[config.mk]
export PLATFORM = sky130hd
export DESIGN_NAME = adc_seq_ctrl
export DESIGN_NICKNAME = d
export VERILOG_FILES = /design/src/rtl/adc_seq_pkg.sv /design/src/rtl/adc_csr.sv /design/src/rtl/adc_seq_fsm.sv /design/src/rtl/adc_result_bank.sv /design/src/rtl/adc_seq_ctrl.sv
export SDC_FILE = /design/constraint.sdc
export NUM_CORES = 1
export LEC_CHECK = 0
export ABC_AREA = 1
export BUFFER_PORTS_ARGS = -buffer_cell sky130_fd_sc_hd__buf_2
export CAP_MARGIN = 20
export CORE_MARGIN = 2
export CORE_UTILIZATION = 35
export CTS_BUF_LIST = sky130_fd_sc_hd__clkbuf_8 sky130_fd_sc_hd__clkbuf_16
export DETAILED_ROUTE_END_ITERATION = 16
export SYNTH_ARGS = -nofsm -noshare
export SYNTH_HDL_FRONTEND = slang
export SYNTH_SLANG_ARGS = --single-unit
[constraint.sdc]
create_clock -name clk_i -period 4.03 [get_ports clk_i]
set_input_delay 0.2015 -clock clk_i [delete_from_list [all_inputs] [get_ports clk_i]]
set_output_delay 0.2015 -clock clk_i [all_outputs]
set_load 0.02 [all_outputs]
[src/rtl/adc_seq_pkg.sv]
package adc_seq_pkg;
  localparam int CSR_FLAG  = 7;
  localparam int CSR_IE    = 6;
  localparam int CSR_START = 5;
  localparam int CSR_SCAN  = 4;

  typedef enum logic {
    SEQ_IDLE = 1'b0,
    SEQ_BUSY = 1'b1
  } seq_state_e;
endpackage

[src/rtl/adc_csr.sv]
module adc_csr #(
  parameter int CH_W = 4
) (
  input  logic            clk_i,
  input  logic            rst_ni,
  input  logic            lp_i,
  input  logic            wr_i,
  input  logic            rd_i,
  input  logic [7:0]      wdata_i,
  input  logic            xfer_clr_i,
  input  logic            end_set_i,
  input  logic            single_done_i,
  output logic [7:0]      csr_o,
  output logic            start_load_o,
  output logic            flag_o,
  output logic            ie_o,
  output logic            start_o,
  output logic            scan_o,
  output logic [CH_W-1:0] ch_o
);
  import adc_seq_pkg::*;

  logic            flag_q, armed_q, ie_q, start_q, scan_q;
  logic [CH_W-1:0] ch_q;
  logic            sw_clr;

  assign sw_clr = wr_i && !wdata_i[CSR_FLAG] && armed_q;

  always_ff @(posedge clk_i or negedge rst_ni) begin
    if (!rst_ni) begin
      flag_q  <= 1'b0;
      armed_q <= 1'b0;
      ie_q    <= 1'b0;
      start_q <= 1'b0;
      scan_q  <= 1'b0;
      ch_q    <= '0;
    end else if (lp_i) begin
      flag_q  <= 1'b0;
      armed_q <= 1'b0;
      ie_q    <= 1'b0;
      start_q <= 1'b0;
      scan_q  <= 1'b0;
      ch_q    <= '0;
    end else begin
      // set has priority over any clear
      if (end_set_i)                 flag_q <= 1'b1;
      else if (sw_clr || xfer_clr_i) flag_q <= 1'b0;

      if (wr_i || xfer_clr_i)  armed_q <= 1'b0;
      else if (rd_i && flag_q) armed_q <= 1'b1;

      if (wr_i) begin
        ie_q    <= wdata_i[CSR_IE];
        start_q <= wdata_i[CSR_START];
        scan_q  <= wdata_i[CSR_SCAN];
        ch_q    <= wdata_i[CH_W-1:0];
      end else if (single_done_i) begin
        start_q <= 1'b0;
      end
    end
  end

  assign start_load_o = wr_i && wdata_i[CSR_START] && !start_q;
  assign flag_o  = flag_q;
  assign ie_o    = ie_q;
  assign start_o = start_q;
  assign scan_o  = scan_q;
  assign ch_o    = ch_q;
  assign csr_o   = {flag_q, ie_q, start_q, scan_q, 4'(ch_q)};

  AST_FLAG_RISE_NEEDS_END: assert property (@(posedge clk_i) disable iff (!rst_ni)
    $rose(flag_q) |-> $past(end_set_i));
  AST_FLAG_FALL_NEEDS_CLEAR: assert property (@(posedge clk_i) disable iff (!rst_ni)
    $fell(flag_q) |-> $past((wr_i && !wdata_i[CSR_FLAG] && armed_q) || xfer_clr_i || lp_i));
  AST_SET_WINS: assert property (@(posedge clk_i) disable iff (!rst_ni)
    end_set_i && !lp_i |=> flag_q);
  AST_LP_BLANK: assert property (@(posedge clk_i) disable iff (!rst_ni)
    lp_i |=> csr_o == 8'h00);
endmodule

[src/rtl/adc_seq_fsm.sv]
module adc_seq_fsm #(
  parameter int CH_W  = 4,
  parameter int GRP_W = 2
) (
  input  logic            clk_i,
  input  logic            rst_ni,
  input  logic            lp_i,
  input  logic            start_i,
  input  logic            scan_i,
  input  logic [CH_W-1:0] sel_i,
  input  logic            load_i,
  input  logic            ld_scan_i,
  input  logic [CH_W-1:0] ld_sel_i,
  input  logic            done_i,
  output logic            conv_start_o,
  output logic [CH_W-1:0] conv_ch_o,
  output logic            res_we_o,
  output logic [CH_W-1:0] res_ch_o,
  output logic            end_set_o,
  output logic            single_done_o
);
  import adc_seq_pkg::*;

  seq_state_e      state_q;
  logic [CH_W-1:0] cur_q;
  logic [CH_W-1:0] grp_base;
  logic            last_ch;
  logic            done_ok;

  assign grp_base = {sel_i[CH_W-1:GRP_W], {GRP_W{1'b0}}};
  assign last_ch  = !scan_i || (cur_q[GRP_W-1:0] >= sel_i[GRP_W-1:0]);
  assign done_ok  = (state_q == SEQ_BUSY) && done_i && start_i && !lp_i;

  assign conv_start_o  = (state_q == SEQ_IDLE) && start_i && !lp_i;
  assign conv_ch_o     = cur_q;
  assign res_we_o      = done_ok;
  assign res_ch_o      = cur_q;
  assign end_set_o     = done_ok && last_ch;
  assign single_done_o = done_ok && !scan_i;

  always_ff @(posedge clk_i or negedge rst_ni) begin
    if (!rst_ni) begin
      state_q <= SEQ_IDLE;
      cur_q   <= '0;
    end else if (lp_i) begin
      state_q <= SEQ_IDLE;
      cur_q   <= '0;
    end else if (load_i) begin
      state_q <= SEQ_IDLE;
      cur_q   <= ld_scan_i ? {ld_sel_i[CH_W-1:GRP_W], {GRP_W{1'b0}}} : ld_sel_i;
    end else begin
      case (state_q)
        SEQ_IDLE: if (conv_start_o) state_q <= SEQ_BUSY;
        SEQ_BUSY: begin
          if (!start_i) begin
            state_q <= SEQ_IDLE;
          end else if (done_i) begin
            state_q <= SEQ_IDLE;
            if (scan_i) cur_q <= last_ch ? grp_base : cur_q + CH_W'(1);
          end
        end
        default: state_q <= SEQ_IDLE;
      endcase
    end
  end

  AST_CH_STABLE_BUSY: assert property (@(posedge clk_i) disable iff (!rst_ni)
    (state_q == SEQ_BUSY) && $past(state_q == SEQ_BUSY) |-> $stable(cur_q));
  AST_SCAN_IN_GROUP: assert property (@(posedge clk_i) disable iff (!rst_ni)
    conv_start_o && scan_i |-> cur_q[CH_W-1:GRP_W] == sel_i[CH_W-1:GRP_W]);
  AST_STROBE_ONE_CYCLE: assert property (@(posedge clk_i) disable iff (!rst_ni)
    conv_start_o && !load_i |=> !conv_start_o);
endmodule

[src/rtl/adc_result_bank.sv]
module adc_result_bank #(
  parameter int NUM_CH = 16,
  parameter int RES_W  = 10,
  localparam int CH_W  = $clog2(NUM_CH)
) (
  input  logic             clk_i,
  input  logic             rst_ni,
  input  logic             we_i,
  input  logic [CH_W-1:0]  wr_ch_i,
  input  logic [RES_W-1:0] d_i,
  input  logic [CH_W-1:0]  rd_ch_i,
  output logic [RES_W-1:0] q_o
);
  logic [RES_W-1:0] res_q [NUM_CH];

  for (genvar g = 0; g < NUM_CH; g++) begin : g_res
    always_ff @(posedge clk_i or negedge rst_ni) begin
      if (!rst_ni)                            res_q[g] <= '0;
      else if (we_i && wr_ch_i == CH_W'(g))   res_q[g] <= d_i;
    end
  end

  assign q_o = res_q[rd_ch_i];
endmodule

[src/rtl/adc_seq_ctrl.sv]
module adc_seq_ctrl #(
  parameter int NUM_CH = 16,
  parameter int RES_W  = 10,
  parameter int DATA_W = 16,
  localparam int CH_W   = $clog2(NUM_CH),
  localparam int ADDR_W = CH_W + 1
) (
  input  logic              clk_i,
  input  logic              rst_ni,
  input  logic              lp_i,
  input  logic              reg_wr_i,
  input  logic              reg_rd_i,
  input  logic              xfer_i,
  input  logic [ADDR_W-1:0] reg_addr_i,
  input  logic [7:0]        reg_wdata_i,
  output logic [DATA_W-1:0] reg_rdata_o,
  output logic              irq_o,
  output logic              conv_start_o,
  output logic [CH_W-1:0]   conv_ch_o,
  input  logic              conv_done_i,
  input  logic [RES_W-1:0]  conv_result_i
);
  import adc_seq_pkg::*;

  logic            csr_sel, res_sel, csr_wr, csr_rd, xfer_clr;
  logic [7:0]      csr;
  logic            start_load, flag, ie, start, scan;
  logic [CH_W-1:0] sel_ch, res_ch;
  logic            res_we, end_set, single_done;
  logic [RES_W-1:0] res_rd;

  assign csr_sel  = reg_addr_i == '0;
  assign res_sel  = reg_addr_i[ADDR_W-1];
  assign csr_wr   = reg_wr_i && csr_sel;
  assign csr_rd   = reg_rd_i && csr_sel && !xfer_i;
  assign xfer_clr = reg_rd_i && xfer_i && res_sel;

  adc_csr #(.CH_W(CH_W)) u_csr (
    .clk_i, .rst_ni, .lp_i,
    .wr_i(csr_wr), .rd_i(csr_rd), .wdata_i(reg_wdata_i),
    .xfer_clr_i(xfer_clr), .end_set_i(end_set), .single_done_i(single_done),
    .csr_o(csr), .start_load_o(start_load), .flag_o(flag), .ie_o(ie),
    .start_o(start), .scan_o(scan), .ch_o(sel_ch)
  );

  adc_seq_fsm #(.CH_W(CH_W), .GRP_W(2)) u_fsm (
    .clk_i, .rst_ni, .lp_i,
    .start_i(start), .scan_i(scan), .sel_i(sel_ch),
    .load_i(start_load), .ld_scan_i(reg_wdata_i[CSR_SCAN]), .ld_sel_i(reg_wdata_i[CH_W-1:0]),
    .done_i(conv_done_i),
    .conv_start_o, .conv_ch_o,
    .res_we_o(res_we), .res_ch_o(res_ch), .end_set_o(end_set), .single_done_o(single_done)
  );

  adc_result_bank #(.NUM_CH(NUM_CH), .RES_W(RES_W)) u_bank (
    .clk_i, .rst_ni,
    .we_i(res_we), .wr_ch_i(res_ch), .d_i(conv_result_i),
    .rd_ch_i(reg_addr_i[CH_W-1:0]), .q_o(res_rd)
  );

  always_comb begin
    reg_rdata_o = '0;
    if (csr_sel)      reg_rdata_o[7:0]       = csr;
    else if (res_sel) reg_rdata_o[RES_W-1:0] = res_rd;
  end

  assign irq_o = flag && ie;

  AST_SINGLE_START_CLR: assert property (@(posedge clk_i) disable iff (!rst_ni)
    single_done && !csr_wr |=> !start);
  AST_XFER_CLEARS: assert property (@(posedge clk_i) disable iff (!rst_ni)
    xfer_clr && !end_set |=> !flag);
  AST_IRQ_NEEDS_IE: assert property (@(posedge clk_i) disable iff (!rst_ni)
    irq_o |-> csr[CSR_IE]);
endmodule

==> metrics.md <==
| Metric | Value |
|---|---|
| Lkg Pwr | `4.77 nW` |
| Drt wl/cell | `15.2 um` |
| Post-synthesis average cell area | `7.54 sq um` |
| Switching part of the total | `0.267` |
| Post-synthesis async set-or-reset flop share | `1.00` |
| Clock Skew | `0.00855 ns` |
| CP Data Arrival Time | `2.20 ns` |
| HP Class | `in2reg` |
| Post-synthesis cell type count | `33` |
| CTS resizes | `0` |
| GRT Total Usage | `0.183` |
| H-tree depth | `4` |
| First-pass GRT wire length | `37.9 mm` |
| CTS Buf Count | `17` |
| Die area | `26900 sq um` |
| Cell Int Power | `2.70 mW` |
| Filler cells | `2701` |
| Final Cell Area | `9780 sq um` |
| Total power | `3.68 mW` |
| Clock sink count | `174` |
| Wl on met1 | `10.9 mm` |
| CTS Buffer Depth | `2` |
| Crit path launch type | `primary input` |
| Share of layout cells above drive strength 1 | `0.0975` |
| Fin cells | `1520` |
| Antenna viol nets, final | `0` |
| Worst path top cell family by delay | `buffers and inverters` |
| Met3 wire len | `1.00 mm` |
| Vias/cell | `4.83` |
| Worst slew pin tran | `1.09 ns` |
| Post-DP Area | `9200 sq um` |
| Final hold vios | `0` |
| Nets@finish | `1213` |
| # DRC | `0` |
| Peak VDD IR | `0.300 mV` |
| Clock Tree Root | `clkbuf_16` |
| Pwr per Cell Area | `376 nW/um^2` |
| Post-DP HPWL | `14.5 mm` |
| Slowest CP cell | `inv_1` |
| Final setup TNS | `0 ns` |
| Initial antenna violation count | `0` |
| Sequential share of the synthesized area | `0.487` |
| Logic pwr share | `0.078` |
| Largest net degree at the start of global routing | `107` |
| Pre-CTS setup slack | `1.62 ns` |
| Ant. Diodes | `0` |
| Util after Layout | `0.390` |
| Net Switching | `0.981 mW` |
| Yosys top cell area share | `0.487` |
| Post-synth top cells | `nand2_1 (429), dfrtp_1 (174), inv_1 (133), nand3_1 (117), o21ai_1 (84)` |
| Routed via count | `7342` |
| Die width | `164 um` |
| Slew headroom | `0.271` |
| Synthesis-to-layout area growth | `9.37%` |
| Port Buffer Count | `45` |
| Drt first pass iters | `5` |
| Synth Register Bits | `174` |
| Worst path bufs/invs | `4` |
| CTS tree | `done` |
| Final period utilization | `0.597` |
| Initial core utilization | `0.356` |
| Worst-path fanout max | `27` |
| Final setup fails | `0` |
| Setup ws final | `1.62 ns` |
| Gr ovfl total | `0` |
| Post-synth EDFFs | `0` |
| Starting DRT DRC Count | `594` |
| Max incr delay on CP | `0.78 ns` |
| Routed wire length | `23.1 mm` |
| Crit path required time | `3.83 ns` |
| Ys flop type | `dfrtp_1` |
| Clk slew on worst S/H paths | `0.07 ns` |
| Unrepaired setup endpoints after global routing | `false` |
| Core area | `25100 sq um` |
| Yosys warns | `0` |
| Critical path class | `in2out` |
| GP Congestion | `0.853` |
| Status | `complete, no violations` |
| Worst hold slack | `0.0135 ns` |
| Skew-Pair Late Insertion Delay | `0.44 ns` |
| Vias in the first global route | `6943` |
| Max Fclk | `416 MHz` |
| Sequential share of power | `0.479` |
| Die Span Y | `164 um` |
| Worst setup EP type | `output port` |
| Top layer used by detailed routing | `met4` |
| Top cells by area, synth | `dfrtp_1 (49%), nand2_1 (18%), nand3_1 (6.5%)` |
| Slew Viols, Final | `0` |
| Yosys top cell by area | `dfrtp_1` |
| Ports | `52` |
| Synth Instances | `1186` |
| Clock power frac | `0.443` |
| Max Cap Violations | `0` |
| Mapped Area | `8950 sq um` |
| Worst-path cell chain | `buf_2 > inv_1 > buf_4 > nand3_1 > nand3_1 > nand2_1 > nand2_1 > nand3_1 > nand2_1 > buf_2` |
| Met2 Wirelength | `10.9 mm` |
| Post-layout min period | `2.41 ns` |
| Placed cells | `1487` |
| Top-count cell post-synth | `nand2_1` |
| Rows | `58` |
==> cell type report <==
class                           count  area, sq um  share of cell area
Sequential cell                   174         4350               0.445
Tap cell                          330          413              0.0422
Multi-Input combinational cell    794         3610               0.369
Clock inverter                     15          153              0.0156
Inverter                          139          524              0.0536
Timing Repair Buffer               51          304              0.0311
Clock buffer                       17          425              0.0435
==> logic make-up (layout without fill, tap and decap cells) <==
group | after synthesis | after routing | synth area share
xor+xnor | 1 | 1 | 0.000979
fa+ha+maj | 6 | 6 | 0.00839
other cells | 1 | 6 | 0.000419
flops | 174 | 174 | 0.487
compound gates | 179 | 179 | 0.105
simple gates | 602 | 602 | 0.287
buf+inv | 223 | 222 | 0.112
==> cell usage in the layout, fill, tap and decap left out, types with 2 or more instances in the layout <==
master       n
buf_12       2
nand2_1    429
nand3_1    117
ha_1         6
inv_8        2
a21oi_1      2
o21ai_0     79
inv_6        6
nand3_2      9
o21ai_1     84
buf_4        3
nand4_1     12
inv_1      133
o21ai_2     10
buf_2       44
dfrtp_1    174
nor2_4       3
clkbuf_16   17
nor2_2       2
o22ai_1      2
nor2_1      25
clkinv_4     4
inv_2        4
conb_1       6
==> sequential cells by signal (all words and copies together) (netlist names) <==
name / count
u_csr.flag_o: 1
u_csr.ch_o: 4
u_csr.ie_o: 1
u_bank.res_q: 160
u_csr.armed_q: 1
u_fsm.conv_ch_o: 4
u_fsm.state_q: 1
u_csr.scan_o: 1
u_csr.start_o: 1
==> power by group through the flow <==
| stage | clock, mW | sequential [mW] | combinational [mW] |
|---|---|---|---|
| final | 1.63 | 1.76 | 0.287 |
| after global routing | 1.74 | 1.76 | 0.323 |
| after CTS | 1.66 | 1.76 | 0.293 |
| after detailed placement | 0 | 1.79 | 0.291 |
| after global placement | 0 | 1.79 | 0.290 |
| after floorplan | 0 | 1.79 | 0.177 |
==> repair_timing <==
action                                  CTS  global route
buffers inserted                          0             0
hold buffers                              1             0
hold endpoints to repair                 68             0
endpoints found under the setup margin    0             0
==> worst reg2reg max path: stages, from the launching register on <==
cell     delay, ns
dfrtp_1       0.46
inv_1         0.18
ha_1          0.30
nand4_1       0.78
o21ai_0       0.48
==> routing by layer <==
layer | GRT usage | vias up
met5 | 0 | -
met4 | 0.0490 | 0
li1 | - | 3693
met1 | 0.252 | 3440
met2 | 0.298 | 190
met3 | 0.0311 | 19
==> final timing paths <==
check,slack (ns),start,end,cells past startpoint
worst max-delay path,1.62,reg_addr_i[1],reg_rdata_o[1],10
worst min-delay path,0.01,reg_wdata_i[6],u_csr.ie_o,3
worst max register to register,1.72,u_fsm.conv_ch_o[0],u_bank.res_q[137],4
worst min register to register,0.48,u_bank.res_q[42],u_bank.res_q[42],2
max in group asynchronous,2.71,rst_ni,u_bank.res_q[17],3
min in group asynchronous,0.31,rst_ni,u_csr.ch_o[3],2
No activity file was read; power rests on OpenSTA's default activity.
